**src/rtl/spi_rx_pkg.sv**
```systemverilog
package spi_rx_pkg;
  localparam int REG_DATA = 0;
  localparam int REG_STAT = 1;
  localparam int RDY_BIT  = 7;
  localparam int OVR_BIT  = 3;
endpackage

```
**src/rtl/spi_sync_chain.sv**
```systemverilog
module spi_sync_chain #(
  parameter int WIDTH  = 3,
  parameter int STAGES = 2,
  parameter logic [WIDTH-1:0] RST_VAL = '0
) (
  input  logic             clk,
  input  logic             rst,
  input  logic [WIDTH-1:0] d,
  output logic [WIDTH-1:0] q
);
  logic [WIDTH-1:0] stage_q [STAGES];

  always_ff @(posedge clk) begin
    if (rst) stage_q[0] <= RST_VAL;
    else     stage_q[0] <= d;
  end

  for (genvar i = 1; i < STAGES; i++) begin : g_stage
    always_ff @(posedge clk) begin
      if (rst) stage_q[i] <= RST_VAL;
      else     stage_q[i] <= stage_q[i-1];
    end
  end

  assign q = stage_q[STAGES-1];
endmodule

```
**src/rtl/spi_shifter.sv**
```systemverilog
module spi_shifter #(
  parameter int WORD_W = 8,
  localparam int CNT_W = $clog2(WORD_W)
) (
  input  logic              clk,
  input  logic              rst,
  input  logic              sclk_s,
  input  logic              ss_n_s,
  input  logic              mosi_s,
  output logic              word_done,
  output logic [WORD_W-1:0] word,
  output logic [CNT_W-1:0]  bit_cnt
);
  logic              sclk_d;
  logic              sclk_rise;
  logic [WORD_W-1:0] shreg;
  logic [WORD_W-1:0] shreg_nxt;

  assign sclk_rise = sclk_s & ~sclk_d;
  assign shreg_nxt = {shreg[WORD_W-2:0], mosi_s};

  always_ff @(posedge clk) begin
    if (rst) begin
      sclk_d    <= 1'b1;
      shreg     <= '0;
      bit_cnt   <= '0;
      word_done <= 1'b0;
      word      <= '0;
    end else begin
      sclk_d    <= sclk_s;
      word_done <= 1'b0;
      if (ss_n_s) begin
        bit_cnt <= '0;
      end else if (sclk_rise) begin
        shreg <= shreg_nxt;
        if (bit_cnt == CNT_W'(WORD_W-1)) begin
          bit_cnt   <= '0;
          word      <= shreg_nxt;
          word_done <= 1'b1;
        end else begin
          bit_cnt <= bit_cnt + 1'b1;
        end
      end
    end
  end
endmodule

```
**src/rtl/spi_rx_regs.sv**
```systemverilog
module spi_rx_regs
  import spi_rx_pkg::*;
#(
  parameter int WORD_W = 8,
  parameter int ADDR_W = 2
) (
  input  logic              clk,
  input  logic              rst,
  input  logic              word_done,
  input  logic [WORD_W-1:0] word,
  input  logic [ADDR_W-1:0] bus_addr,
  input  logic              bus_rd,
  input  logic              bus_wr,
  output logic [WORD_W-1:0] bus_rdata,
  output logic              bus_rvalid,
  output logic              rdy_q,
  output logic              ovr_q
);
  logic [WORD_W-1:0] hold_q;
  logic [WORD_W-1:0] status_w;
  logic              rd_data_hit;
  logic              wr_stat_hit;

  assign rd_data_hit = bus_rd && (bus_addr == ADDR_W'(REG_DATA));
  assign wr_stat_hit = bus_wr && (bus_addr == ADDR_W'(REG_STAT));

  always_comb begin
    status_w          = '0;
    status_w[RDY_BIT] = rdy_q;
    status_w[OVR_BIT] = ovr_q;
  end

  always_ff @(posedge clk) begin
    if (rst) begin
      hold_q <= '0;
      rdy_q  <= 1'b0;
      ovr_q  <= 1'b0;
    end else begin
      if (word_done) hold_q <= word;

      if (word_done)        rdy_q <= 1'b1;
      else if (rd_data_hit) rdy_q <= 1'b0;

      if (word_done && rdy_q && !rd_data_hit) ovr_q <= 1'b1;
      else if (wr_stat_hit)                   ovr_q <= 1'b0;
    end
  end

  always_ff @(posedge clk) begin
    if (rst) begin
      bus_rdata  <= '0;
      bus_rvalid <= 1'b0;
    end else begin
      bus_rvalid <= bus_rd;
      if (bus_rd) begin
        if (bus_addr == ADDR_W'(REG_DATA))      bus_rdata <= hold_q;
        else if (bus_addr == ADDR_W'(REG_STAT)) bus_rdata <= status_w;
        else                                    bus_rdata <= '0;
      end
    end
  end
endmodule

```
**src/rtl/spi_word_receiver.sv**
```systemverilog
module spi_word_receiver #(
  parameter int WORD_W      = 8,
  parameter int SYNC_STAGES = 2,
  parameter int ADDR_W      = 2
) (
  input  logic              clk,
  input  logic              rst,
  input  logic              sclk_i,
  input  logic              ss_n_i,
  input  logic              mosi_i,
  output logic              miso_o,
  input  logic [ADDR_W-1:0] bus_addr,
  input  logic              bus_rd,
  input  logic              bus_wr,
  input  logic [WORD_W-1:0] bus_wdata,
  output logic [WORD_W-1:0] bus_rdata,
  output logic              bus_rvalid
);
  localparam int CNT_W = $clog2(WORD_W);

  logic [2:0]        pins_s;
  logic              sclk_s;
  logic              ss_n_s;
  logic              mosi_s;
  logic              word_done;
  logic [WORD_W-1:0] word;
  logic [CNT_W-1:0]  bit_cnt;
  logic              rdy_q;
  logic              ovr_q;
  logic              unused_wdata;

  assign miso_o       = 1'b0;
  assign unused_wdata = ^bus_wdata;

  spi_sync_chain #(.WIDTH(3), .STAGES(SYNC_STAGES), .RST_VAL(3'b110)) u_sync (
    .clk(clk), .rst(rst), .d({sclk_i, ss_n_i, mosi_i}), .q(pins_s)
  );
  assign {sclk_s, ss_n_s, mosi_s} = pins_s;

  spi_shifter #(.WORD_W(WORD_W)) u_shift (
    .clk(clk), .rst(rst), .sclk_s(sclk_s), .ss_n_s(ss_n_s), .mosi_s(mosi_s),
    .word_done(word_done), .word(word), .bit_cnt(bit_cnt)
  );

  spi_rx_regs #(.WORD_W(WORD_W), .ADDR_W(ADDR_W)) u_regs (
    .clk(clk), .rst(rst), .word_done(word_done), .word(word),
    .bus_addr(bus_addr), .bus_rd(bus_rd), .bus_wr(bus_wr),
    .bus_rdata(bus_rdata), .bus_rvalid(bus_rvalid),
    .rdy_q(rdy_q), .ovr_q(ovr_q)
  );
endmodule

```
**config.mk**
```make
export PLATFORM = sky130hd
export DESIGN_NAME = spi_word_receiver
export DESIGN_NICKNAME = d
export VERILOG_FILES = /design/src/rtl/spi_rx_pkg.sv /design/src/rtl/spi_sync_chain.sv /design/src/rtl/spi_shifter.sv /design/src/rtl/spi_rx_regs.sv /design/src/rtl/spi_word_receiver.sv
export SDC_FILE = /design/constraint.sdc
export NUM_CORES = 1
export LEC_CHECK = 0
export BUFFER_PORTS_ARGS = -buffer_cell sky130_fd_sc_hd__buf_2
export CORE_UTILIZATION = 40
export CTS_CLUSTER_SIZE = 25
export DETAILED_ROUTE_END_ITERATION = 7
export SETUP_SLACK_MARGIN = 0.5
export SYNTH_ARGS = -nofsm -noshare
export SYNTH_HDL_FRONTEND = slang
export SYNTH_SLANG_ARGS = --single-unit
```
**constraint.sdc**
```tcl
create_clock -name clk -period 3.6 [get_ports clk]
set_input_delay 0.54 -clock clk [delete_from_list [all_inputs] [get_ports clk]]
set_output_delay 0.54 -clock clk [all_outputs]
set_load 0.01 [all_outputs]
```
Word-level counts from Yosys, hierarchy flattened
Memories as Yosys holds them, arrays and structs flattened.
Cells that the tools add are included.
W data, S select, Z words.
{"block": "word_totals", "register_bits": 39, "ram_bits": 6, "out_inout_bits": 10, "wordCells": 45, "memories": 1}
{"name": "u_sync.stage_q", "depth": 2, "width": 3, "rd": 2, "rd_ports_with_merged_regs": 0, "write_ports": 2, "line_no": "spi_sync_chain.sv:11", "rtl": "logic [WIDTH-1:0] stage_q [STAGES];"}
{"block": "classes", "n_addsub": 1, "n_eq_ne": 2, "n_mux": 13, "n_bitwise": 6, "n_reduce_logical": 12}
{"cell": "$mux W8", "n": 2}
{"cell": "$mux W3", "n": 3}
{"cell": "$mux W1", "n": 8}
{"cell": "$logic_and A1 B1 Y1", "n": 4}
{"cell": "$reduce_bool A2 Y1", "n": 2}
{"cell": "$add A3 B1 Y3 const B", "n": 1}
{"cell": "$eq A3 B3 Y1 const B", "n": 1}
{"cell": "$not A1 Y1", "n": 3}
{"cell": "$reduce_and A3 Y1", "n": 1}
{"cell": "$reduce_or A3 Y1", "n": 1}
{"cell": "$eq A2 B1 Y1 const B", "n": 1}
{"cell": "$logic_not A2 Y1", "n": 1}
{"cell": "$or A1 B1 Y1", "n": 2}
{"cell": "$reduce_and A2 Y1", "n": 1}
{"cell": "$reduce_or A2 Y1", "n": 1}
{"cell": "$and A1 B1 Y1", "n": 1}
{"cell": "$logic_not A1 Y1", "n": 1}

Depth between registers and ports, before layout
Gate-level depths: netlist (run 1).
{"block": "logic_depth", "depth_word": 5, "depth_mapped": 6, "mapped_depth_nobuf": 5}

By module
Synthesis (run 1) repeated with hierarchy kept, for this count alone.
{"block": "hier_totals", "hier_cells": 174, "area_unflattened_um2": 1701.6}
{"module": "spi_rx_regs", "instances": 1, "cells_per_inst": 74, "area_per_inst_um2": 780.7, "seq_area_each_um2": 380.4}
{"module": "spi_shifter", "instances": 1, "cells_per_inst": 86, "area_per_inst_um2": 752.0, "seq_area_each_um2": 400.4}
{"module": "spi_sync_chain", "instances": 1, "cells_per_inst": 12, "area_per_inst_um2": 157.7, "seq_area_each_um2": 120.1}
{"module": "spi_word_receiver", "instances": 1, "cells_per_inst": 2, "area_per_inst_um2": 11.3, "seq_area_each_um2": 0.0}

Worst setup path after synthesis (run 1)
OpenSTA, ideal clock, no wires.
{"block": "synth_timing", "path_type": "register -> register", "from": "reg u_shift.bit_cnt[0]", "to": "reg u_shift.word[1]", "setup_time_ps": 70, "arrival_time_ps": 1207, "slack_ps": 2323, "stages_incl_launch_ff": 7, "n_path_buf": 1, "synth_period_minus_slack_ps": 1277, "path_cell_list": "dfxtp_1 > ha_1 > ha_1 > nor4bb_1 > buf_2 > nand2_1 > a21oi_1"}
{"block": "synth_between", "elab_chain_cells": 2}
{"item": "from (decl)", "line_no": "spi_shifter.sv:12", "rtl": "output logic [CNT_W-1:0] bit_cnt"}
{"item": "from (signal assigned)", "line_no": "spi_shifter.sv:41", "rtl": "bit_cnt <= bit_cnt + 1'b1;"}
{"item": "$eq A3 B3 Y1", "line_no": "spi_shifter.sv:36", "rtl": "if (bit_cnt == CNT_W'(WORD_W-1)) begin"}
{"item": "$reduce_and A3 Y1 (no line)"}
{"item": "to (signal assigned)", "line_no": "spi_shifter.sv:38", "rtl": "word <= shreg_nxt;"}
{"item": "to (decl)", "line_no": "spi_shifter.sv:11", "rtl": "output logic [WORD_W-1:0] word,"}
No other way between the ends.
A chain may end at the register's enable or synchronous reset.

Final worst setup path (run 1)
{"block": "layout_timing", "from": "reg u_shift.bit_cnt[0]", "to": "reg u_shift.word[6]"}
The elaborated chain is that of the path after synthesis.

==> reports/metrics.csv, run 1 <==
stage,metric,value,unit
timing,final.min_clock_period,1.92,ns
timing,setup_total_negative_slack,0,ns
placed_design,port_buffers,17,
layout,drive_above_1_share,0.149,
layout,nets,206,
critical_path,cp_max_delay_cell,sky130_fd_sc_hd__nor4bb_1,
route,detail_route.wirelength,2570,µm
timing,timing.slew.headroom,0.318,
yosys,synth_cell_types,23,
global_route,grt_usage,0.140,
timing,slew_worst_pin,1.01,ns
clock_tree,cts_root_buf,sky130_fd_sc_hd__clkbuf_8,
yosys,ys_seq_area_frac,0.555,
layout,commonest_non_fill_non_tap_cell_in_the_layout,sky130_fd_sc_hd__dfxtp_1,
global_route,grt_first_pass_wirelength,4440,µm
critical_path,endpoint_class_of_the_critical_path,register,
layout,most-common-layout-cells,"sky130_fd_sc_hd__dfxtp_1 (45), sky130_fd_sc_hd__nand2_1 (31), sky130_fd_sc_hd__a21oi_1 (23), sky130_fd_sc_hd__buf_2 (17), sky130_fd_sc_hd__mux2i_1 (13)",
power_and_ir_drop,switchingPower,0.164,mW
floorplanning,floorplan.io_pins,27,
yosys,mappedNetlistNets,193,
global_route,antenna_found_initial,0,
placed_design,place_inst,228,
power_and_ir_drop,cellPowerDensity,452,nW/µm²
timing,layout_worst_path_cycle_share,0.534,
route,number_of_detailed_routing_iterations_run_before_antenna_repair,2,
global_route,grt_max_degree,47,
power_and_ir_drop,power_report.internal_total,0.649,mW
critical_path,crit_path_cells,"ha_1, ha_1, nor4bb_1, nand2_1, a21oi_1",
global_route,grt_pass1_vias,1065,
global_route,use_met1,0.138,
yosys,syn-mean-instance-area,9.33,µm²
timing,timing_max_transition_violations_final,0,
route,drt-initial-drc-count,35,
global_route,groute.layer.met3.usage,0.0538,
placed_design,dpl.hpwl,1790,µm
critical_path,critical_path_arrival,2.14,ns
floorplanning,die_h,65.7,µm
critical_path,critical-path-top-cell-by-count,sky130_fd_sc_hd__ha_1,
clock_tree,clkLatencyLatePin,0.29,ns
layout,layout.filler_cells,362,
timing,rsz_0062_raised_after_global_routing,false,
global_route,gr-max-usage-layer,met2,
layout,antenna-diode-count,0,
critical_path,slowest_delay,0.87,ns
placed_design,replace_congestion,0.672,
timing,final-setup-viol-count,0,
power_and_ir_drop,vdd.ir_drop.worst,199,µV
critical_path,setup.worst_path.start_class,register,
timing,finalClockSkew,0.00220,ns
clock_tree,clk_pin_slew,0.07,ns
timing,worst_hold_margin,0.410,ns
yosys,postSynthCellCount,174,
layout,instances_no_fill,236,
clock_tree,cts_setup_buffers,0,
critical_path,ff2ff_setup_slack,1.68,ns
critical_path,critical_path_class,register to register,
yosys,netlist_area,1620,µm²
clock_tree,cts_tree,built,
floorplanning,fp-row-count,22,
timing,max_clock_freq,520,MHz
floorplanning,fp.coreArea,3770,µm²
global_route,grt_remaining_overflow,0,
layout,syn2layout_area_growth,10.7,%
global_route,grt_use_met2,0.239,
clock_tree,ctsHoldBuffers,0,
critical_path,cp_max_fo,8,
clock_tree,numCtsBuffers,5,
floorplanning,initial_core_util,0.430,
worst_hold_path,hold_class,register to register,
yosys,ys.warnings.count,0,
power_and_ir_drop,p_comb_frac,0.030,
critical_path,timing.critical_path.required,3.81,ns
power_and_ir_drop,power_frac_seq,0.620,
clock_tree,ctsHtreeMaxLevel,2,
flow_run,timing.max_cap.violations,0,
floorplanning,die_w,65.7,µm
power_and_ir_drop,power.static_leakage,0.639,nW
route,dr_total_vias,1125,
route,wl_per_cell,10.9,µm
route,routed_via_density,4.77,
clock_tree,cts_max_path_buffers,2,
clock_tree,cts_sinks,45,
route,ant_nets,0,
clock_tree,post_cts_resize_count,0,
route,drc,0,
power_and_ir_drop,clockPowerShare,0.350,
outcome,result_of_the_run,finished clean,
power_and_ir_drop,sw_frac_of_total,0.202,
timing,final_count_of_hold_timing_violations,0,
floorplanning,fp.dieArea,4320,µm²
yosys,post_synthesis_register_bit_count,45,
Yosys cell counts (all sizes together):
| master | count | share of area |
|---|---|---|
| nand4bb | 1 | 0.0069 |
| ha | 2 | 0.015 |
| nand2b | 6 | 0.023 |
| o21ai | 1 | 0.0031 |
| nand3 | 7 | 0.022 |
| clkbuf | 5 | 0.012 |
| and2b | 1 | 0.0046 |
| a21oi | 23 | 0.071 |
| conb | 1 | 0.0023 |
| nor2b | 3 | 0.012 |
| or2 | 5 | 0.019 |
| mux2i | 13 | 0.080 |
| dfxtp | 45 | 0.56 |
| nor4bb | 1 | 0.0062 |
| buf | 6 | 0.020 |
| nor3b | 1 | 0.0077 |
| o32ai | 2 | 0.011 |
| nor3 | 3 | 0.0092 |
| nor2 | 12 | 0.028 |
| or3b | 3 | 0.016 |
| nand2 | 31 | 0.072 |
| inv | 2 | 0.0046 |
sequential cells by signal, indices dropped and copies added (netlist names):
signal             flops
u_regs.rdy_q           1
u_sync.stage_q         6
u_regs.ovr_q           1
u_shift.bit_cnt        3
u_regs.bus_rvalid      1
u_regs.bus_rdata       8
u_shift.sclk_d         1
u_regs.hold_q          8
u_shift.word_done      1
u_shift.word           8
u_shift.shreg          7
per-layer routing:
| layer | share of wire | wire (µm) | up-vias |
|---|---|---|---|
| met3 | 0.050 | 129 | 7 |
| li1 | - | - | 603 |
| met4 | 0.028 | 72 | 0 |
| met5 | 0 | 0 | - |
| met2 | 0.47 | 1210 | 21 |
| met1 | 0.45 | 1150 | 494 |
worst paths after layout:
check	from	end	cells after the start
worst max register to register	u_shift.bit_cnt[0]	u_shift.word[6]	5
worst min-delay path	u_sync.stage_q[0][2]	u_sync.stage_q[1][2]	1
worst max-delay path	u_shift.bit_cnt[0]	u_shift.word[6]	5
worst min register to register	u_sync.stage_q[0][2]	u_sync.stage_q[1][2]	1
area by class of cell:
type                       count  area, µm²  area share
inverter                       2       7.51     0.00418
sequential                    45        901       0.501
tap                           48       60.1      0.0334
clock buffer                   8       80.1      0.0446
timing repair buffer          17       85.1      0.0474
multi-input combinational    116        663       0.369
critical path, delay by kind of cell, from the launching register on:
kind	cells	cell delay, ns
AOI/OAI and AO/OA	1	0.15
DFF	1	0.36
and+or+nand+nor	2	1.00
adders and majority gates	2	0.33
logic make-up (layout without fill, tap and decap cells):
kind of cell / after synthesis / after routing / share of synthesized area
AOI/OAI and AO/OA: 26 / 26 / 0.0848
adders and majority gates: 2 / 2 / 0.0154
buffers and inverters: 13 / 27 / 0.0362
DFF: 45 / 45 / 0.555
muxes: 13 / 13 / 0.0802
other: 1 / 1 / 0.00231
and+or+nand+nor: 74 / 74 / 0.226
stage by stage:
stage / utilization / power (mW) / worst slack [ns] / area (µm²)
after floorplan: - / 0.532 / 2.32 / 1620
after global placement: 0.455 / 0.539 / 1.67 / 1720
after detailed placement: 0.455 / 0.540 / 1.69 / 1720
after CTS: 0.476 / 0.830 / 1.67 / 1800
after global routing: 0.476 / 0.857 / 1.35 / 1800
final: 0.476 / 0.813 / 1.68 / 1800
power groups by stage:
stage	registers (mW)	logic (mW)	clock network, mW
finish	0.504	0.0244	0.285
global placement	0.515	0.0238	0
detailed placement	0.515	0.0248	0
floorplan	0.515	0.0173	0
CTS	0.504	0.0248	0.301
global route	0.504	0.0271	0.326
Note: power is estimated with default switching activity, not from simulation.
==> run 2, diff against run 1 <==
--- a/config.mk
+++ b/config.mk
@@ -5,6 +5,7 @@
 export SDC_FILE = /design/constraint.sdc
 export NUM_CORES = 1
 export LEC_CHECK = 0
+export ABC_AREA = 1
 export BUFFER_PORTS_ARGS = -buffer_cell sky130_fd_sc_hd__buf_2
 export CORE_UTILIZATION = 40
 export CTS_CLUSTER_SIZE = 25
==> constraint.sdc (replaced) <==
create_clock -name clk -period 1.6 [get_ports clk]
set_input_delay 0.24 -clock clk [delete_from_list [all_inputs] [get_ports clk]]
set_output_delay 0.24 -clock clk [all_outputs]
set_load 0.01 [all_outputs]
==> run 2 against run 1 <==
Effect of this change: via count is 22% higher; routed wire length is 23% higher; sequential power is 130% higher; first-iteration DRC count is 97% higher; synthesized area is 6.6% higher; power grew to 2.6 times the previous value; critical endpoint unchanged; highest routed layer unchanged.
==> reports/metrics.csv, run 2 <==
stage,metric,value,unit
power_and_ir_drop,switchingPower,0.459,mW
layout,drive_above_1_share,0.243,
floorplanning,fp-row-count,23,
global_route,grt_remaining_overflow,0,
route,routed_via_density,4.62,
clock_tree,clk_pin_slew,0.08,ns
timing,final-setup-viol-count,0,
flow_run,timing.max_cap.violations,0,
power_and_ir_drop,p_comb_frac,0.037,
route,drc,0,
yosys,netlist_area,1730,µm²
clock_tree,cts_tree,built,
yosys,synth_most_common_cell,sky130_fd_sc_hd__nor2_1,
power_and_ir_drop,power_report.internal_total,1.62,mW
critical_path,critical_path_arrival,1.37,ns
power_and_ir_drop,power.static_leakage,0.983,nW
worst_hold_path,hold_class,input pin to register,
route,number_of_detailed_routing_iterations_run_before_antenna_repair,4,
clock_tree,cts_root_buf,sky130_fd_sc_hd__clkbuf_8,
floorplanning,fp.coreArea,4090,µm²
timing,setup_total_negative_slack,0,ns
route,dr_total_vias,1372,
yosys,primary_ff_master_synth,sky130_fd_sc_hd__dfxtp_1,
layout,layout.filler_cells,411,
yosys,synth_enable_flop_cells,0,
route,wl_per_cell,10.6,µm
timing,timing_max_transition_violations_final,0,
clock_tree,cts_max_path_buffers,2,
placed_design,dpl.hpwl,2060,µm
critical_path,setup.worst_path.start_class,register,
layout,most-common-layout-cells,"sky130_fd_sc_hd__nor2_1 (49), sky130_fd_sc_hd__dfxtp_1 (43), sky130_fd_sc_hd__nand2_1 (42), sky130_fd_sc_hd__buf_2 (17), sky130_fd_sc_hd__nand3_1 (16)",
layout,largest_registers,"u_regs.bus_rdata x8, u_regs.hold_q x8, u_shift.word x8",
yosys,syn-mean-instance-area,7.72,µm²
timing,timing.slew.headroom,0.643,
critical_path,timing.critical_path.required,1.79,ns
route,detail_route.wirelength,3160,µm
placed_design,port_buffers,17,
layout,postLayoutCellArea,2060,µm²
outcome,result_of_the_run,finished clean,
power_and_ir_drop,sw_frac_of_total,0.221,
yosys,synth_cell_types,23,
global_route,grt_pass1_vias,1149,
yosys,ys_seq_area_frac,0.521,
floorplanning,fp.dieArea,4590,µm²
yosys,yosys.area.top_type_share,0.521,
global_route,grt_first_pass_wirelength,5000,µm
layout,syn2layout_area_growth,19.2,%
power_and_ir_drop,vdd.ir_drop.worst,453,µV
yosys,synth-async-reset-ratio,0,
layout,finish.utilization,0.504,
clock_tree,cts_sinks,45,
route,drt-initial-drc-count,69,
floorplanning,die_h,67.8,µm
timing,slew_worst_pin,0.535,ns
timing,rsz_0062_raised_after_global_routing,true,
yosys,synth_largest_area_cell,sky130_fd_sc_hd__dfxtp_1,
global_route,grt_usage,0.149,
yosys,post_synthesis_register_bit_count,45,
global_route,antenna_found_initial,0,
timing,max_clock_freq,851,MHz
clock_tree,ctsHtreeMaxLevel,2,
timing,final.setup.worst_slack,0.425,ns
route,ant_nets,0,
critical_path,critical_path_class,register to register,
yosys,synth_top_cells_by_area,"sky130_fd_sc_hd__dfxtp_1 (52%), sky130_fd_sc_hd__nor2_1 (11%), sky130_fd_sc_hd__nand2_1 (9.3%)",
floorplanning,initial_core_util,0.423,
critical_path,cp_max_fo,5,
critical_path,endpoint_class_of_the_critical_path,register,
floorplanning,die_w,67.8,µm
power_and_ir_drop,cellPowerDensity,1010,nW/µm²
power_and_ir_drop,power_frac_seq,0.546,
layout,antenna-diode-count,0,
layout,nets,265,
floorplanning,floorplan.io_pins,27,
timing,final.min_clock_period,1.18,ns
yosys,postSynthCellCount,224,
placed_design,preCtsSetupSlack,0.419,ns
layout,commonest_non_fill_non_tap_cell_in_the_layout,sky130_fd_sc_hd__nor2_1,
timing,final_count_of_hold_timing_violations,0,
yosys,yosys-top-cells-count,"sky130_fd_sc_hd__nor2_1 (49), sky130_fd_sc_hd__dfxtp_1 (45), sky130_fd_sc_hd__nand2_1 (43), sky130_fd_sc_hd__nand3_1 (23), sky130_fd_sc_hd__inv_1 (16)",
power_and_ir_drop,clockPowerShare,0.416,
clock_tree,clkLatencyLatePin,0.30,ns
global_route,grt_max_degree,31,
yosys,ys.warnings.count,0,
clock_tree,numCtsBuffers,5,
timing,layout_worst_path_cycle_share,0.735,
placed_design,replace_congestion,0.703,
timing,finalClockSkew,0.0129,ns
yosys,mappedNetlistNets,243,
placed_design,placement.cell_area,1860,µm²
-- run 2: cell types whose count changed in the layout (fill, tap and decap cells not counted), moves of 7 or more --
cell and change:
sky130_fd_sc_hd__nand3_2 +7, sky130_fd_sc_hd__o21ai_0 +7, sky130_fd_sc_hd__nand3_1 +9, sky130_fd_sc_hd__a21oi_1 -15, sky130_fd_sc_hd__nand2_1 +11, sky130_fd_sc_hd__nor2_1 +37
sky130_fd_sc_hd__mux2i_1 -13, sky130_fd_sc_hd__inv_1 +13
-- run 2: power by group through the flow --
stage / Sequential (mW) / Clock, mW / Combinational (mW)
2_1_floorplan: 1.16 / 0 / 0.0552
3_3_place_gp: 1.16 / 0 / 0.0727
3_5_place_dp: 1.16 / 0 / 0.0728
4_1_cts: 1.14 / 0.886 / 0.0740
5_1_grt: 1.14 / 0.936 / 0.0873
6_report: 1.14 / 0.866 / 0.0777
-- run 2: per-stage QoR --
step	hold WS [ns]	total power, mW	instances
6_report	0.126	2.08	297
3_5_place_dp	0.399	1.23	284
2_1_floorplan	0.344	1.22	224
4_1_cts	0.116	2.10	294
5_1_grt	0.107	2.16	297
3_3_place_gp	0.400	1.23	284
-- run 2: layer usage --
metal	wire length, µm	share of wire	global-route usage	vias to the layer above
li1	-	-	-	738
met1	1710	0.54	0.201	604
met2	1290	0.41	0.213	23
met3	110	0.035	0.0456	7
met4	59	0.019	0.0718	0
met5	0	0	0	-
-- run 2: what timing repair did --
item                                    CTS  global route
gates cloned                              0             1
resized for setup                         3             7
hold buffers                              0             0
pin swaps                                 4             8
endpoints found under the setup margin    8            16
setup buffers                             2             2
-- run 2: worst max-delay path, cell delays in order, from the launching register on --
cell,delay [ns]
sky130_fd_sc_hd__dfxtp_2,0.36
sky130_fd_sc_hd__ha_4,0.14
sky130_fd_sc_hd__ha_4,0.15
sky130_fd_sc_hd__inv_2,0.05
sky130_fd_sc_hd__nor2_4,0.16
sky130_fd_sc_hd__nand2_4,0.10
sky130_fd_sc_hd__nand3_2,0.07
sky130_fd_sc_hd__nand2_1,0.05
-- run 2: logic make-up (layout without fill, tap and decap cells) --
group	after synthesis	count (layout)	synth area share
simple gates	128	129	0.325
flops	45	45	0.521
buf+inv	29	51	0.0825
compound gates	19	19	0.0550
fa+ha+maj	2	2	0.0145
other cells	1	1	0.00217
-- run 2: area by class of cell --
type	count	area (µm²)	area share
clock inverter	3	46.3	0.0225
sequential	45	903	0.438
inverter	20	77.6	0.0376
tap	50	62.6	0.0304
multi-input combinational	151	772	0.375
clock buffer	5	68.8	0.0334
timing repair buffer	23	130	0.0631
-- run 2: final timing paths --
check / slack, ns / to / cells past startpoint / start
max: 0.42 / u_shift.word[6] / 7 / u_shift.bit_cnt[0]
min reg2reg: 0.42 / u_sync.stage_q[1][0] / 2 / u_sync.stage_q[0][0]
min: 0.13 / u_sync.stage_q[0][1] / 2 / ss_n_i
max reg2reg: 0.42 / u_shift.word[6] / 7 / u_shift.bit_cnt[0]
